**src/rtl/pkt_mmu_pkg.sv**
```systemverilog
package pkt_mmu_pkg;

  localparam logic [7:0] ACK_CLEARABLE = 8'hD6;
  localparam logic [7:0] EVT_SETTABLE  = 8'hF6;
  localparam logic [7:0] ALLOC_PENDING = 8'h80;
  localparam int BIT_RXQ    = 0;
  localparam int BIT_TXDONE = 1;
  localparam int BIT_ALLOC  = 3;

  localparam int Q_RX   = 0;
  localparam int Q_TX   = 1;
  localparam int Q_DONE = 2;
  localparam int NUM_Q  = 3;

  typedef enum logic [2:0] {
    CMD_NOP       = 3'd0,
    CMD_ALLOC     = 3'd1,
    CMD_WIPE      = 3'd2,
    CMD_RX_DROP   = 3'd3,
    CMD_RX_FREE   = 3'd4,
    CMD_FREE_PKT  = 3'd5,
    CMD_TX_ENQ    = 3'd6,
    CMD_TX_FLUSH  = 3'd7
  } mmuCmd_e;

  typedef struct packed {
    logic       alloc;
    logic       wipe;
    logic       rxPop;
    logic       rxFree;
    logic       pktFree;
    logic       txEnq;
    logic       txFlush;
    logic       ack;
    logic [7:0] ackClr;
    logic       doneAckPop;
    logic       maskLoad;
    logic [7:0] maskVal;
  } mmuStrobe_t;

endpackage

```
**src/rtl/pkt_mmu_ctrl.sv**
```systemverilog
module pkt_mmu_ctrl
  import pkt_mmu_pkg::*;
(
  input  logic       clk,
  input  logic       rstN,
  input  logic       cmdValid,
  input  logic [7:0] cmdByte,
  input  logic       ackValid,
  input  logic [7:0] ackByte,
  input  logic       maskValid,
  input  logic [7:0] maskByte,
  output mmuStrobe_t strb
);

  mmuCmd_e cmdCode;
  assign cmdCode = mmuCmd_e'(cmdByte[7:5]);

  always_comb begin
    strb = '0;
    if (cmdValid) begin
      case (cmdCode)
        CMD_NOP:      ;
        CMD_ALLOC:    strb.alloc   = 1'b1;
        CMD_WIPE:     strb.wipe    = 1'b1;
        CMD_RX_DROP:  strb.rxPop   = 1'b1;
        CMD_RX_FREE: begin
          strb.rxPop  = 1'b1;
          strb.rxFree = 1'b1;
        end
        CMD_FREE_PKT: strb.pktFree = 1'b1;
        CMD_TX_ENQ:   strb.txEnq   = 1'b1;
        CMD_TX_FLUSH: strb.txFlush = 1'b1;
        default:      ;
      endcase
    end
    strb.ack        = ackValid;
    strb.ackClr     = ackValid ? (ackByte & ACK_CLEARABLE) : 8'h00;
    strb.doneAckPop = ackValid & ackByte[BIT_TXDONE];
    strb.maskLoad   = maskValid;
    strb.maskVal    = maskByte;
  end

  AST_ONE_ACTION: assert property (@(posedge clk) disable iff (!rstN)
    $onehot0({strb.alloc, strb.wipe, strb.rxPop, strb.pktFree, strb.txEnq, strb.txFlush}));
  AST_NOP_IDLE: assert property (@(posedge clk) disable iff (!rstN)
    (!cmdValid || cmdByte[7:5] == 3'd0) |->
      !(strb.alloc | strb.wipe | strb.rxPop | strb.pktFree | strb.txEnq | strb.txFlush));

endmodule

```
**src/rtl/pkt_mmu_queue.sv**
```systemverilog
module pkt_mmu_queue #(
  parameter int DEPTH = 4,
  parameter int W     = 2,
  parameter int CW    = $clog2(DEPTH + 1)
) (
  input  logic          clk,
  input  logic          rstN,
  input  logic          clear,
  input  logic          pop,
  input  logic          push,
  input  logic [W-1:0]  pushData,
  output logic [W-1:0]  head,
  output logic [CW-1:0] count
);

  localparam logic [CW-1:0] FULL_C = CW'(DEPTH);
  localparam logic [CW-1:0] ONE_C  = CW'(1);

  logic [W-1:0]  slots    [DEPTH];
  logic [W-1:0]  slotsNxt [DEPTH];
  logic [CW-1:0] fill, fillNxt;

  always_comb begin
    for (int i = 0; i < DEPTH; i++) slotsNxt[i] = slots[i];
    fillNxt = clear ? '0 : fill;
    if (pop && fillNxt != '0) begin
      for (int i = 0; i < DEPTH - 1; i++) slotsNxt[i] = slots[i + 1];
      fillNxt = fillNxt - ONE_C;
    end
    if (push && fillNxt < FULL_C) begin
      for (int i = 0; i < DEPTH; i++) begin
        if (CW'(i) == fillNxt) slotsNxt[i] = pushData;
      end
      fillNxt = fillNxt + ONE_C;
    end
  end

  always_ff @(posedge clk) begin
    if (!rstN) begin
      fill <= '0;
      for (int i = 0; i < DEPTH; i++) slots[i] <= '0;
    end else begin
      fill <= fillNxt;
      for (int i = 0; i < DEPTH; i++) slots[i] <= slotsNxt[i];
    end
  end

  assign head  = (fill != '0) ? slots[0] : '0;
  assign count = fill;

  AST_FULL_DROP: assert property (@(posedge clk) disable iff (!rstN)
    (!clear && !pop && push && fill == FULL_C) |=> (fill == FULL_C && $stable(head)));
  AST_EMPTY_POP: assert property (@(posedge clk) disable iff (!rstN)
    (!clear && pop && !push && fill == '0) |=> (fill == '0));
  AST_CLEAR_EMPTIES: assert property (@(posedge clk) disable iff (!rstN)
    (clear && !push) |=> (fill == '0));

endmodule

```
**src/rtl/pkt_mmu_datapath.sv**
```systemverilog
module pkt_mmu_datapath
  import pkt_mmu_pkg::*;
#(
  parameter int NPKT   = 4,
  parameter int QDEPTH = 4,
  parameter int PW     = $clog2(NPKT),
  parameter int CW     = $clog2(QDEPTH + 1)
) (
  input  logic            clk,
  input  logic            rstN,
  input  mmuStrobe_t      strb,
  input  logic [PW-1:0]   pktNum,
  input  logic [7:0]      intEvents,
  input  logic            rxPushValid,
  input  logic [PW-1:0]   rxPushNum,
  input  logic            txDonePushValid,
  input  logic [PW-1:0]   txDonePushNum,
  output logic [7:0]      allocResult,
  output logic [NPKT-1:0] allocMap,
  output logic [CW-1:0]   rxCount,
  output logic [PW-1:0]   rxHead,
  output logic [CW-1:0]   txCount,
  output logic [PW-1:0]   txHead,
  output logic [CW-1:0]   txDoneCount,
  output logic [PW-1:0]   txDoneHead,
  output logic [7:0]      intStatus,
  output logic [7:0]      intMask,
  output logic            irq
);

  logic [NUM_Q-1:0] qClear, qPop, qPush;
  logic [PW-1:0]    qData  [NUM_Q];
  logic [PW-1:0]    qHead  [NUM_Q];
  logic [CW-1:0]    qCount [NUM_Q];

  assign qClear[Q_RX]   = strb.wipe;
  assign qPop[Q_RX]     = strb.rxPop;
  assign qPush[Q_RX]    = rxPushValid;
  assign qData[Q_RX]    = rxPushNum;
  assign qClear[Q_TX]   = strb.wipe | strb.txFlush;
  assign qPop[Q_TX]     = 1'b0;
  assign qPush[Q_TX]    = strb.txEnq;
  assign qData[Q_TX]    = pktNum;
  assign qClear[Q_DONE] = strb.wipe | strb.txFlush;
  assign qPop[Q_DONE]   = strb.doneAckPop;
  assign qPush[Q_DONE]  = txDonePushValid;
  assign qData[Q_DONE]  = txDonePushNum;

  generate
    for (genvar g = 0; g < NUM_Q; g++) begin : g_queue
      pkt_mmu_queue #(.DEPTH(QDEPTH), .W(PW), .CW(CW)) u_queue (
        .clk      (clk),
        .rstN     (rstN),
        .clear    (qClear[g]),
        .pop      (qPop[g]),
        .push     (qPush[g]),
        .pushData (qData[g]),
        .head     (qHead[g]),
        .count    (qCount[g])
      );
    end
  endgenerate

  logic [NPKT-1:0] pktMap, pktMapNxt;
  logic [7:0]      allocReg, allocNxt;
  logic [7:0]      sticky, stickyNxt;
  logic [7:0]      maskReg;
  logic            freeFound;
  logic [PW-1:0]   freeIdx;

  always_comb begin
    freeFound = 1'b0;
    freeIdx   = '0;
    for (int i = NPKT - 1; i >= 0; i--) begin
      if (!pktMap[i]) begin
        freeFound = 1'b1;
        freeIdx   = PW'(i);
      end
    end
  end

  always_comb begin
    pktMapNxt = pktMap;
    allocNxt  = allocReg;
    if (strb.wipe) begin
      pktMapNxt = '0;
      allocNxt  = 8'h00;
    end
    if (strb.alloc) begin
      if (freeFound) begin
        pktMapNxt[freeIdx] = 1'b1;
        allocNxt = {{(8 - PW){1'b0}}, freeIdx};
      end else begin
        allocNxt = ALLOC_PENDING;
      end
    end
    if (strb.rxFree && qCount[Q_RX] != '0) pktMapNxt[qHead[Q_RX]] = 1'b0;
    if (strb.pktFree) pktMapNxt[pktNum] = 1'b0;
  end

  always_comb begin
    stickyNxt = sticky & ~strb.ackClr;
    if (strb.alloc) stickyNxt[BIT_ALLOC] = freeFound;
    stickyNxt = stickyNxt | (intEvents & EVT_SETTABLE);
    if (txDonePushValid) stickyNxt[BIT_TXDONE] = 1'b1;
  end

  always_ff @(posedge clk) begin
    if (!rstN) begin
      pktMap   <= '0;
      allocReg <= 8'h00;
      sticky   <= 8'h00;
      maskReg  <= 8'h00;
    end else begin
      pktMap   <= pktMapNxt;
      allocReg <= allocNxt;
      sticky   <= stickyNxt;
      if (strb.maskLoad) maskReg <= strb.maskVal;
    end
  end

  assign allocResult = allocReg;
  assign allocMap    = pktMap;
  assign rxCount     = qCount[Q_RX];
  assign rxHead      = qHead[Q_RX];
  assign txCount     = qCount[Q_TX];
  assign txHead      = qHead[Q_TX];
  assign txDoneCount = qCount[Q_DONE];
  assign txDoneHead  = qHead[Q_DONE];
  assign intStatus   = {sticky[7:1], qCount[Q_RX] != '0};
  assign intMask     = maskReg;
  assign irq         = |(intStatus & intMask);

  AST_ALLOC_GRANT: assert property (@(posedge clk) disable iff (!rstN)
    (strb.alloc && !(&pktMap)) |=> (!allocResult[7] && intStatus[BIT_ALLOC] && allocMap[allocResult[PW-1:0]]));
  AST_ALLOC_EXHAUSTED: assert property (@(posedge clk) disable iff (!rstN)
    (strb.alloc && (&pktMap)) |=> (allocResult == 8'h80 && !intStatus[BIT_ALLOC]));
  AST_WIPE_ALL: assert property (@(posedge clk) disable iff (!rstN)
    (strb.wipe && !rxPushValid && !txDonePushValid) |=>
      (allocMap == '0 && allocResult == 8'h00 && rxCount == '0 && txCount == '0 && txDoneCount == '0));
  AST_FLUSH_KEEPS_RX: assert property (@(posedge clk) disable iff (!rstN)
    (strb.txFlush && !rxPushValid) |=> (rxCount == $past(rxCount) && allocMap == $past(allocMap)));
  AST_ACK_CLEARS: assert property (@(posedge clk) disable iff (!rstN)
    strb.ack |=> ((intStatus & $past(strb.ackClr) & ~$past(intEvents) & 8'hD4) == 8'h00));
  AST_MASK_LOAD: assert property (@(posedge clk) disable iff (!rstN)
    strb.maskLoad |=> (intMask == $past(strb.maskVal)));

endmodule

```
**src/rtl/pkt_mmu_engine.sv**
```systemverilog
module pkt_mmu_engine
  import pkt_mmu_pkg::*;
#(
  parameter  int NPKT   = 4,
  parameter  int QDEPTH = 4,
  localparam int PW     = $clog2(NPKT),
  localparam int CW     = $clog2(QDEPTH + 1)
) (
  input  logic            clk,
  input  logic            rstN,
  input  logic            cmdValid,
  input  logic [7:0]      cmdByte,
  input  logic [PW-1:0]   pktNum,
  input  logic            ackValid,
  input  logic [7:0]      ackByte,
  input  logic            maskValid,
  input  logic [7:0]      maskByte,
  input  logic [7:0]      intEvents,
  input  logic            rxPushValid,
  input  logic [PW-1:0]   rxPushNum,
  input  logic            txDonePushValid,
  input  logic [PW-1:0]   txDonePushNum,
  output logic [7:0]      allocResult,
  output logic [NPKT-1:0] allocMap,
  output logic [CW-1:0]   rxCount,
  output logic [PW-1:0]   rxHead,
  output logic [CW-1:0]   txCount,
  output logic [PW-1:0]   txHead,
  output logic [CW-1:0]   txDoneCount,
  output logic [PW-1:0]   txDoneHead,
  output logic [7:0]      intStatus,
  output logic [7:0]      intMask,
  output logic            irq
);

  mmuStrobe_t strb;

  pkt_mmu_ctrl u_ctrl (
    .clk       (clk),
    .rstN      (rstN),
    .cmdValid  (cmdValid),
    .cmdByte   (cmdByte),
    .ackValid  (ackValid),
    .ackByte   (ackByte),
    .maskValid (maskValid),
    .maskByte  (maskByte),
    .strb      (strb)
  );

  pkt_mmu_datapath #(.NPKT(NPKT), .QDEPTH(QDEPTH), .PW(PW), .CW(CW)) u_datapath (
    .clk             (clk),
    .rstN            (rstN),
    .strb            (strb),
    .pktNum          (pktNum),
    .intEvents       (intEvents),
    .rxPushValid     (rxPushValid),
    .rxPushNum       (rxPushNum),
    .txDonePushValid (txDonePushValid),
    .txDonePushNum   (txDonePushNum),
    .allocResult     (allocResult),
    .allocMap        (allocMap),
    .rxCount         (rxCount),
    .rxHead          (rxHead),
    .txCount         (txCount),
    .txHead          (txHead),
    .txDoneCount     (txDoneCount),
    .txDoneHead      (txDoneHead),
    .intStatus       (intStatus),
    .intMask         (intMask),
    .irq             (irq)
  );

endmodule

```
**config.mk**
```make
export PLATFORM = sky130hd
export DESIGN_NAME = pkt_mmu_engine
export DESIGN_NICKNAME = d
export VERILOG_FILES = /design/src/rtl/pkt_mmu_pkg.sv /design/src/rtl/pkt_mmu_ctrl.sv /design/src/rtl/pkt_mmu_queue.sv /design/src/rtl/pkt_mmu_datapath.sv /design/src/rtl/pkt_mmu_engine.sv
export SDC_FILE = /design/constraint.sdc
export NUM_CORES = 1
export LEC_CHECK = 0
export BUFFER_PORTS_ARGS = -buffer_cell sky130_fd_sc_hd__clkbuf_2
export CAP_MARGIN = 15
export CORE_ASPECT_RATIO = 2
export CORE_MARGIN = 2
export CORE_UTILIZATION = 25
export CTS_CLUSTER_SIZE = 10
export DETAILED_ROUTE_END_ITERATION = 10
export GPL_TIMING_DRIVEN = 1
export PLACE_DENSITY_LB_ADDON = 0.08
export SKIP_LAST_GASP = 1
export SYNTH_ARGS = -nofsm -noshare
export SYNTH_HDL_FRONTEND = slang
export SYNTH_SLANG_ARGS = --single-unit
```
**constraint.sdc**
```tcl
create_clock -name clk -period 7.4 [get_ports clk]
set_clock_uncertainty 0.1 [all_clocks]
set_input_delay 1.48 -clock clk [delete_from_list [all_inputs] [get_ports clk]]
set_output_delay 1.48 -clock clk [all_outputs]
set_load 0.005 [all_outputs]
```
==> impl_metrics.toml, run 1 <==
[outcome]
status = "complete, no violations"

[synth]
ys_ff_latch = 49
ys_seq_area_frac = 0.380
synthCells = 291
ys_warn_count = 0
yosysUniqueCellTypes = 51
synthTopCellsByArea = "dfxtp_1 (38%), mux2i_1 (10%), ha_1 (7.3%)"
async_reset_ff_frac = 0
yosys.area.top_type = "dfxtp_1"
synth_ff_type = "dfxtp_1"
yosysTopAreaCellShare = 0.380
synthesis.area_mm2 = 0.00258
synth_area_per_cell_um2 = 8.87
synth_edf_count = 0

[setup_path]
timing.rr.start = "u_datapath.g_queue[2].u_queue.count[0]"
r2r-end = "u_datapath.g_queue[2].u_queue.slots[0][6]"
rrSetupSlack_ps = 4190
reg2reg_depth = 11
path_max_fanout = 12
endpoint_kind = "flop"
crit_type = "input pin to flop"
cp-endpoint = "u_datapath.g_queue[2].u_queue.slots[0][6]"
critical_path_arrival_ps = 4640
cp-startpoint = "cmdByte[5]"
cp.required_ps = 7460
crit_path_start_kind = "input pin"

[placed_design]
dp_cells = 487
place_hpwl_um = 5750
pre_cts_slack_ps = 2440
gp_congestion = 0.739
port_buffers = 73

[timing]
hold_violations = 0
worst_slack_ps = 2820
worstMarginPinSlew_ps = 708
fin_crit_sh = 0.619
slew_violations = 0
fin_crit_ps = 4580
setup_viol = 0
maxSlewHeadroom = 0.527
rsz0062_at_grt = "no"
fmax_mhz = 218
fin_tns_setup_ps = 0

[clock_tree]
cts_root_buf = "clkbuf_16"
cts_sinks = 49
clkTransAtPathRegs_ps = 70
clockBufferDepth = 2
cts_hold_buf = 0
cts_tree = "yes"
cts.repair.resized = 0
insertion_delay_ps = 290
postCtsSetupBuffers = 0
htreeDepth = 2
cts_buffers = 5

[route]
dr_wl_met2_um = 4350
drt-total-wl_um = 7340
routed.top_layer = "met4"
first_pass_iters = 6
wl_met3_um = 285
via_per_inst = 4.60
vias = 2276
drtAntennaViolNets = 0
wl_per_cell_um = 14.8
met1Wirelength_um = 2510
drt-initial-drc-count = 89
drc = 0

[floorplan]
die_w_um = 75.9
die_h_um = 148
initial_core_util = 0.256
core_mm2 = 0.0101
die_area_mm2 = 0.0112
num_rows = 52
ios = 89

[power]
ir_worst_vdd_v = 0.000128
clockPowerShare = 0.285
internal-power_mw = 0.548
switching_share = 0.349
p_leak_nw = 1.51
p_comb_frac = 0.321
power.total_mw = 0.842
seq_power_share = 0.394
p_switching_mw = 0.293
power.density_mw_per_mm2 = 264

[global_routing]
grt_pass1_wl_um = 11400
grt_pass1_vias = 2290
grt_overflow = 0
grt_max_degree = 38
antenna_found_initial = 0
track_usage = 0.137

[finish]
layout-drive-gt1-share = 0.264
nets = 419
antenna_cells = 0
fin_cells = 495
syn2layout_area_growth_pct = 23.4

[hold_path]
hold_path.class = "flop to flop"

[run]
cap_violations = 0
[synth_stat cells, drive strengths merged (3+ instances only)]
cell    count
a211oi      9
a21oi       9
a22oi       3
a31oi       5
and2        3
buf        13
clkbuf      3
dfxtp      49
ha         15
inv        11
mux2        4
mux2i      27
nand2      33
nand2b      4
nand3       6
nor2       38
nor2b       6
nor3        6
o211ai      3
o21ai       8
xor2        5
[sequential cells by signal (all words and copies together), names as in the netlist]
signal	flops
u_datapath.g_queue.u_queue.slots	18
u_datapath.g_queue.u_queue.count	9
u_datapath.intMask	8
u_datapath.sticky	7
u_datapath.allocMap	4
u_datapath.allocResult	3
[critical path, stage by stage]
cell and delay [ps]:
clkbuf_2 180, xor2_1 260, or2_2 210, nand2_1 70
ha_1 210, ha_1 190, nand3b_1 530, a31oi_1 550
inv_1 120, ha_1 220, ha_1 190, nand3_1 150
mux2i_1 230, nor2_1 50
[logic make-up (layout without fill, tap and decap cells)]
family	after synthesis	count (layout)	share of synthesized area
compound gates	49	49	0.139
xor+xnor	6	6	0.0204
fa+ha+maj	15	15	0.0727
buf+inv	27	92	0.0533
flops	49	49	0.380
mux	31	31	0.122
other cells	1	5	0.00145
simple gates	113	113	0.211
[power by group through the flow]
stage | clock (mW) | combinational, mW | sequential, mW
finish | 0.240 | 0.270 | 0.331
global route | 0.262 | 0.314 | 0.339
CTS | 0.254 | 0.279 | 0.333
detailed placement | 0 | 0.277 | 0.340
global placement | 0 | 0.273 | 0.339
floorplan | 0 | 0.193 | 0.329
[metrics by stage]
step	hold slack [ps]	area [um2]	utilization
detailed placement	343	3030	0.301
global route	367	3190	0.316
finish	355	3190	0.316
floorplan	332	2600	-
CTS	353	3190	0.316
global placement	340	3030	0.301
[final cells by class]
type                            instances  area, um2
Clock buffer                            5        125
Timing Repair Buffer                   73        365
Inverter                               11       41.3
Tap cell                              135        169
Sequential cell                        49        981
Fill cell                            1116       6900
Clock inverter                          3       26.3
Multi-Input combinational cell        219       1480
[worst min path at each step]
stage | start | end | slack [ps] | cells after the start
floorplan | u_datapath.g_queue[1].u_queue.slots[0][1] | u_datapath.g_queue[1].u_queue.slots[0][1] | 330 | 2
global placement | u_datapath.g_queue[1].u_queue.slots[0][1] | u_datapath.g_queue[1].u_queue.slots[0][1] | 340 | 2
detailed placement | u_datapath.g_queue[1].u_queue.slots[0][1] | u_datapath.g_queue[1].u_queue.slots[0][1] | 340 | 2
CTS | u_datapath.g_queue[1].u_queue.slots[0][1] | u_datapath.g_queue[1].u_queue.slots[0][1] | 350 | 2
global route | u_datapath.g_queue[1].u_queue.slots[0][1] | u_datapath.g_queue[1].u_queue.slots[0][1] | 370 | 2
finish | u_datapath.g_queue[1].u_queue.slots[0][1] | u_datapath.g_queue[1].u_queue.slots[0][1] | 360 | 2
[per-layer routing]
metal	track usage	vias up
li1	-	1144
met1	0.125	1067
met2	0.267	54
met3	0.0252	11
met4	0.0623	0
met5	0	-
[cell usage in the layout, fill, tap and decap left out, drive strengths merged, types with 6 or more instances in the layout]
cell type / Yosys / final
nand2: 33 / 33
a21oi: 9 / 9
clkbuf: 3 / 78
a211oi: 9 / 9
mux2i: 27 / 27
nor3: 6 / 6
dfxtp: 49 / 49
ha: 15 / 15
nor2b: 6 / 6
inv: 11 / 12
nor2: 38 / 38
nand3: 6 / 6
o21ai: 8 / 8
(Power assumes the default switching activity.)
==> run 2, diff against run 1 <==
- clock period: 7.4 -> 4.2 ns (I/O delays scaled with it)
==> run 2 against run 1 <==
  * Sequential power rose by 76%
  * Utilization rose by 0.21 points
  * First-iteration DRC count fell by 52%
  * Die area did not move
  * Register-to-register slack got worse by 2600 ps
  * Global-route usage fell by 0.097 points
  * Worst hold slack improved by 8.8 ps
  * Wire length rose by 0.23%
  * Combinational power rose by 82%
  * Largest cell class unchanged
==> impl_metrics.toml, run 2 (same netlist as run 1, synthesis figures left out) <==
[finish]
nets = 423
layout-drive-gt1-share = 0.269
largest_reg_flops = 18
fillers = 1138
final_common_cell = "clkbuf_2"
multi_input_area_mm2 = 0.00148
antenna_cells = 0
largest-register = "u_datapath.g_queue.u_queue.slots"
fin_util = 0.318
syn2layout_area_growth_pct = 24.2
final_cell_mix = "clkbuf_2 (73), dfxtp_1 (49), nor2_1 (38)"
regArea_um2 = 981

[clock_tree]
postCtsSetupBuffers = 0
cts.repair.resized = 0
cts_hold_buf = 0
insertion_delay_ps = 290
clockBufferDepth = 2
htreeDepth = 2
cts_tree = "yes"
cts_root_buf = "clkbuf_16"
cts_buffers = 5
clkTransAtPathRegs_ps = 70
cts_sinks = 49

[global_routing]
grt_pass1_wl_um = 11200
antenna_found_initial = 0
grt_pass1_vias = 2274
track_usage = 0.136
grt_max_degree = 38
grt_overflow = 0

[floorplan]
die_h_um = 148
ios = 89
core_mm2 = 0.0101
die_w_um = 75.9
die_area_mm2 = 0.0112
num_rows = 52
initial_core_util = 0.256

[timing]
setup_viol = 0
fmax_mhz = 304
maxSlewHeadroom = 0.526
slew_violations = 0
hold_violations = 0
fin_tns_setup_ps = 0
fin_crit_ps = 3290
holdWs_ps = 364
rsz0062_at_grt = "no"
fin_crit_sh = 0.783
worstMarginPinSlew_ps = 710

[setup_path]
crit_type = "input pin to flop"
critical_path_arrival_ps = 3350
cp.required_ps = 4260
endpoint_kind = "flop"
crit_path_start_kind = "input pin"
path_max_fanout = 9

[power]
p_leak_nw = 1.53
power.density_mw_per_mm2 = 463
ir_worst_vdd_v = 0.000148
power.total_mw = 1.49

[route]
drtAntennaViolNets = 0
drc = 0
first_pass_iters = 4
via_per_inst = 4.57
drt-total-wl_um = 7360
drt-initial-drc-count = 43
wl_per_cell_um = 14.7
vias = 2278

[hold_path]
hold_path.class = "flop to flop"

[placed_design]
place_hpwl_um = 5820
port_buffers = 73
gp_congestion = 0.737

[outcome]
status = "complete, no violations"

[run]
cap_violations = 0
## run 2: where the power goes
| part | internal (mW) | switching (mW) |
|---|---|---|
| clock network | 0.223 | 0.190 |
| registers | 0.529 | 0.0532 |
| logic | 0.222 | 0.270 |
| total | 0.974 | 0.512 |
## run 2: final timing paths
path	start	to	slack, ps	cells past startpoint
min	u_datapath.g_queue[1].u_queue.slots[0][1]	u_datapath.g_queue[1].u_queue.slots[0][1]	360	2
min reg2reg	u_datapath.g_queue[1].u_queue.slots[0][1]	u_datapath.g_queue[1].u_queue.slots[0][1]	360	2
max reg2reg	u_datapath.g_queue[2].u_queue.count[0]	u_datapath.g_queue[2].u_queue.slots[0][6]	1620	10
max	cmdByte[5]	u_datapath.g_queue[2].u_queue.slots[0][6]	910	13
## run 2: cell type report
class                      instances  share of cell area
clock buffer                       6              0.0402
clock inverter                     2             0.00429
inverter                          11              0.0129
multi-input combinational        219               0.461
sequential                        49               0.306
tap                              135              0.0527
timing repair buffer              77               0.123
## run 2: through the flow
step | area, um2 | instances | setup WS (ps)
2_1_floorplan | 2600 | 295 | 681
3_5_place_dp | 3060 | 491 | 579
5_1_grt | 3210 | 499 | 632
4_1_cts | 3210 | 499 | 892
6_report | 3210 | 499 | 910
3_3_place_gp | 3060 | 491 | 609
## run 2: worst max-delay path, cell delays in order
cell	delay [ps]
clkbuf_2	190
xor2_1	250
or2_2	210
nand2_1	70
ha_1	200
ha_1	180
nand3b_1	250
xor2_1	400
ha_1	220
ha_1	140
nand3_1	150
mux2i_1	200
nor2_1	50
## run 2: metal layers
metal	wire (um)	up-vias	global-route usage
met5	0	-	0
met4	180	0	0.0605
met3	290	14	0.0273
met2	4460	48	0.269
met1	2430	1060	0.120
li1	-	1156	-
==> run 3, diff against run 2 <==
- clock period: 4.2 -> 3.3 ns (I/O delays scaled with it)
==> run 3 against run 2 <==
  * Sequential share of layout area down 0.90 points
  * Clock power rose by 33%
  * Cell count increased by 2.2%
  * Sequential power grew 27%
  * Flip-flop and latch count did not move
  * Count of clock-buffer cells in the layout fell by 1
  * Final area increased by 3.0%
  * Utilization up 0.97 points
  * Critical path type unchanged
  * Critical endpoint unchanged
==> impl_metrics.toml, run 3 (same netlist as run 1, synthesis figures left out) <==
[floorplan]
initial_core_util = 0.256
die_w_um = 75.9
num_rows = 52
ios = 89
core_mm2 = 0.0101
die_h_um = 148
die_area_mm2 = 0.0112

[finish]
final_common_cell = "clkbuf_2"
fin_util = 0.328
largest_reg_flops = 18
fillers = 1111
syn2layout_area_growth_pct = 28.0
fin_cells = 510
regArea_um2 = 981
nets = 434
antenna_cells = 0
layout-drive-gt1-share = 0.296
final_cell_mix = "clkbuf_2 (73), dfxtp_1 (49), nor2_1 (38)"
multi_input_area_mm2 = 0.00148
largest-register = "u_datapath.g_queue.u_queue.slots"

[power]
p_leak_nw = 1.58
p_comb_frac = 0.343
p_switching_mw = 0.680
clockPowerShare = 0.278
ir_worst_vdd_v = 0.000256
switching_share = 0.347
seq_power_share = 0.378
power.density_mw_per_mm2 = 594
internal-power_mw = 1.28

[route]
dr_wl_met2_um = 4580
met1Wirelength_um = 2450
via_per_inst = 4.56
drc = 0
drt-total-wl_um = 7440
vias = 2326
wl_per_cell_um = 14.6
wl_met3_um = 236
first_pass_iters = 4
drtAntennaViolNets = 0
drt-initial-drc-count = 37
routed.top_layer = "met4"

[global_routing]
grt_pass1_wl_um = 11700
grt_max_degree = 38
grt_pass1_vias = 2366
antenna_found_initial = 0
grt_overflow = 0
track_usage = 0.140

[setup_path]
cp_top_family = "adder cells"
path_max_fanout = 5
critical_path_arrival_ps = 3030
crit_path_cell_trace = "clkbuf_2, xor2_1, or2_2, nand2_1, ha_1, ha_1, nand3b_1, a31oi_2, inv_1, ha_1, ha_1, nand3_1, mux2i_1, nor2_1"
crit_path_top_delay_cell = "nand3b_1"
crit_path_start_kind = "input pin"
cp.required_ps = 3360
endpoint_kind = "flop"
max_stage_delay_ps = 270
path_buf_inv = 2
cpMostUsedCell = "ha_1"
crit_type = "input pin to flop"

[timing]
fin_crit_sh = 0.898
hold_violations = 0
worstMarginPinSlew_ps = 698
setup_viol = 0
fmax_mhz = 337
fin_crit_ps = 2960
maxSlewHeadroom = 0.534
rsz0062_at_grt = "no"
fin_tns_setup_ps = 0
slew_violations = 0

[clock_tree]
clockBufferDepth = 2
cts.repair.resized = 0
cts_buffers = 5
cts_tree = "yes"
htreeDepth = 2
insertion_delay_ps = 290
clkTransAtPathRegs_ps = 80
cts_sinks = 49
cts_root_buf = "clkbuf_16"
postCtsSetupBuffers = 0
cts_hold_buf = 0

[placed_design]
dp_cells = 502
gp_congestion = 0.738
port_buffers = 73
place_hpwl_um = 5930

[hold_path]
hold_path.class = "flop to flop"

[run]
cap_violations = 0

[outcome]
status = "complete, no violations"
[run 3: power by group through the flow]
stage	Combinational (mW)	Clock, mW	Sequential, mW
floorplan	0.438	0	0.740
global placement	0.678	0	0.761
detailed placement	0.688	0	0.760
CTS	0.694	0.567	0.746
global route	0.774	0.591	0.756
finish	0.674	0.547	0.743
[run 3: worst paths after layout]
path / slack, ps / depth (start not counted) / start / endpoint
worst max register to register: 760 / 11 / u_datapath.g_queue[2].u_queue.count[0] / u_datapath.g_queue[2].u_queue.slots[0][6]
worst min-delay path: 360 / 2 / u_datapath.g_queue[1].u_queue.slots[0][1] / u_datapath.g_queue[1].u_queue.slots[0][1]
worst max-delay path: 340 / 14 / cmdByte[5] / u_datapath.g_queue[2].u_queue.slots[0][6]
worst min register to register: 360 / 2 / u_datapath.g_queue[1].u_queue.slots[0][1] / u_datapath.g_queue[1].u_queue.slots[0][1]
[run 3: worst register-to-register path: cells and delay by family, from the launching register on]
| family | cells | cell delay [ps] |
|---|---|---|
| adder cells (fa/ha/maj) | 4 | 810 |
| AND/OR/NAND/NOR | 3 | 460 |
| AO/OA/AOI/OAI | 2 | 380 |
| flip-flops | 1 | 370 |
| multiplexers | 1 | 210 |
| buffers and inverters | 1 | 80 |
[run 3: final cells by class]
type / count / share of cell area
Tap cell: 135 / 0.0511
Timing Repair Buffer: 88 / 0.145
Multi-Input combinational cell: 219 / 0.449
Clock buffer: 5 / 0.0379
Clock inverter: 3 / 0.00795
Sequential cell: 49 / 0.297
Inverter: 11 / 0.0125
[run 3: through the flow]
step	hold slack (ps)	setup WS, ps	power (mW)	instance area, um2
3_5_place_dp	343	5.27	1.45	3150
5_1_grt	389	112	2.12	3300
2_1_floorplan	332	63.2	1.18	2610
4_1_cts	357	334	2.01	3300
6_report	356	336	1.96	3300
3_3_place_gp	340	76.2	1.44	3150
[run 3: metal layers]
| layer | vias up | GRT usage |
|---|---|---|
| met5 | - | 0 |
| met4 | 0 | 0.0614 |
| met3 | 13 | 0.0211 |
| met2 | 51 | 0.282 |
| met1 | 1088 | 0.123 |
| li1 | 1174 | - |
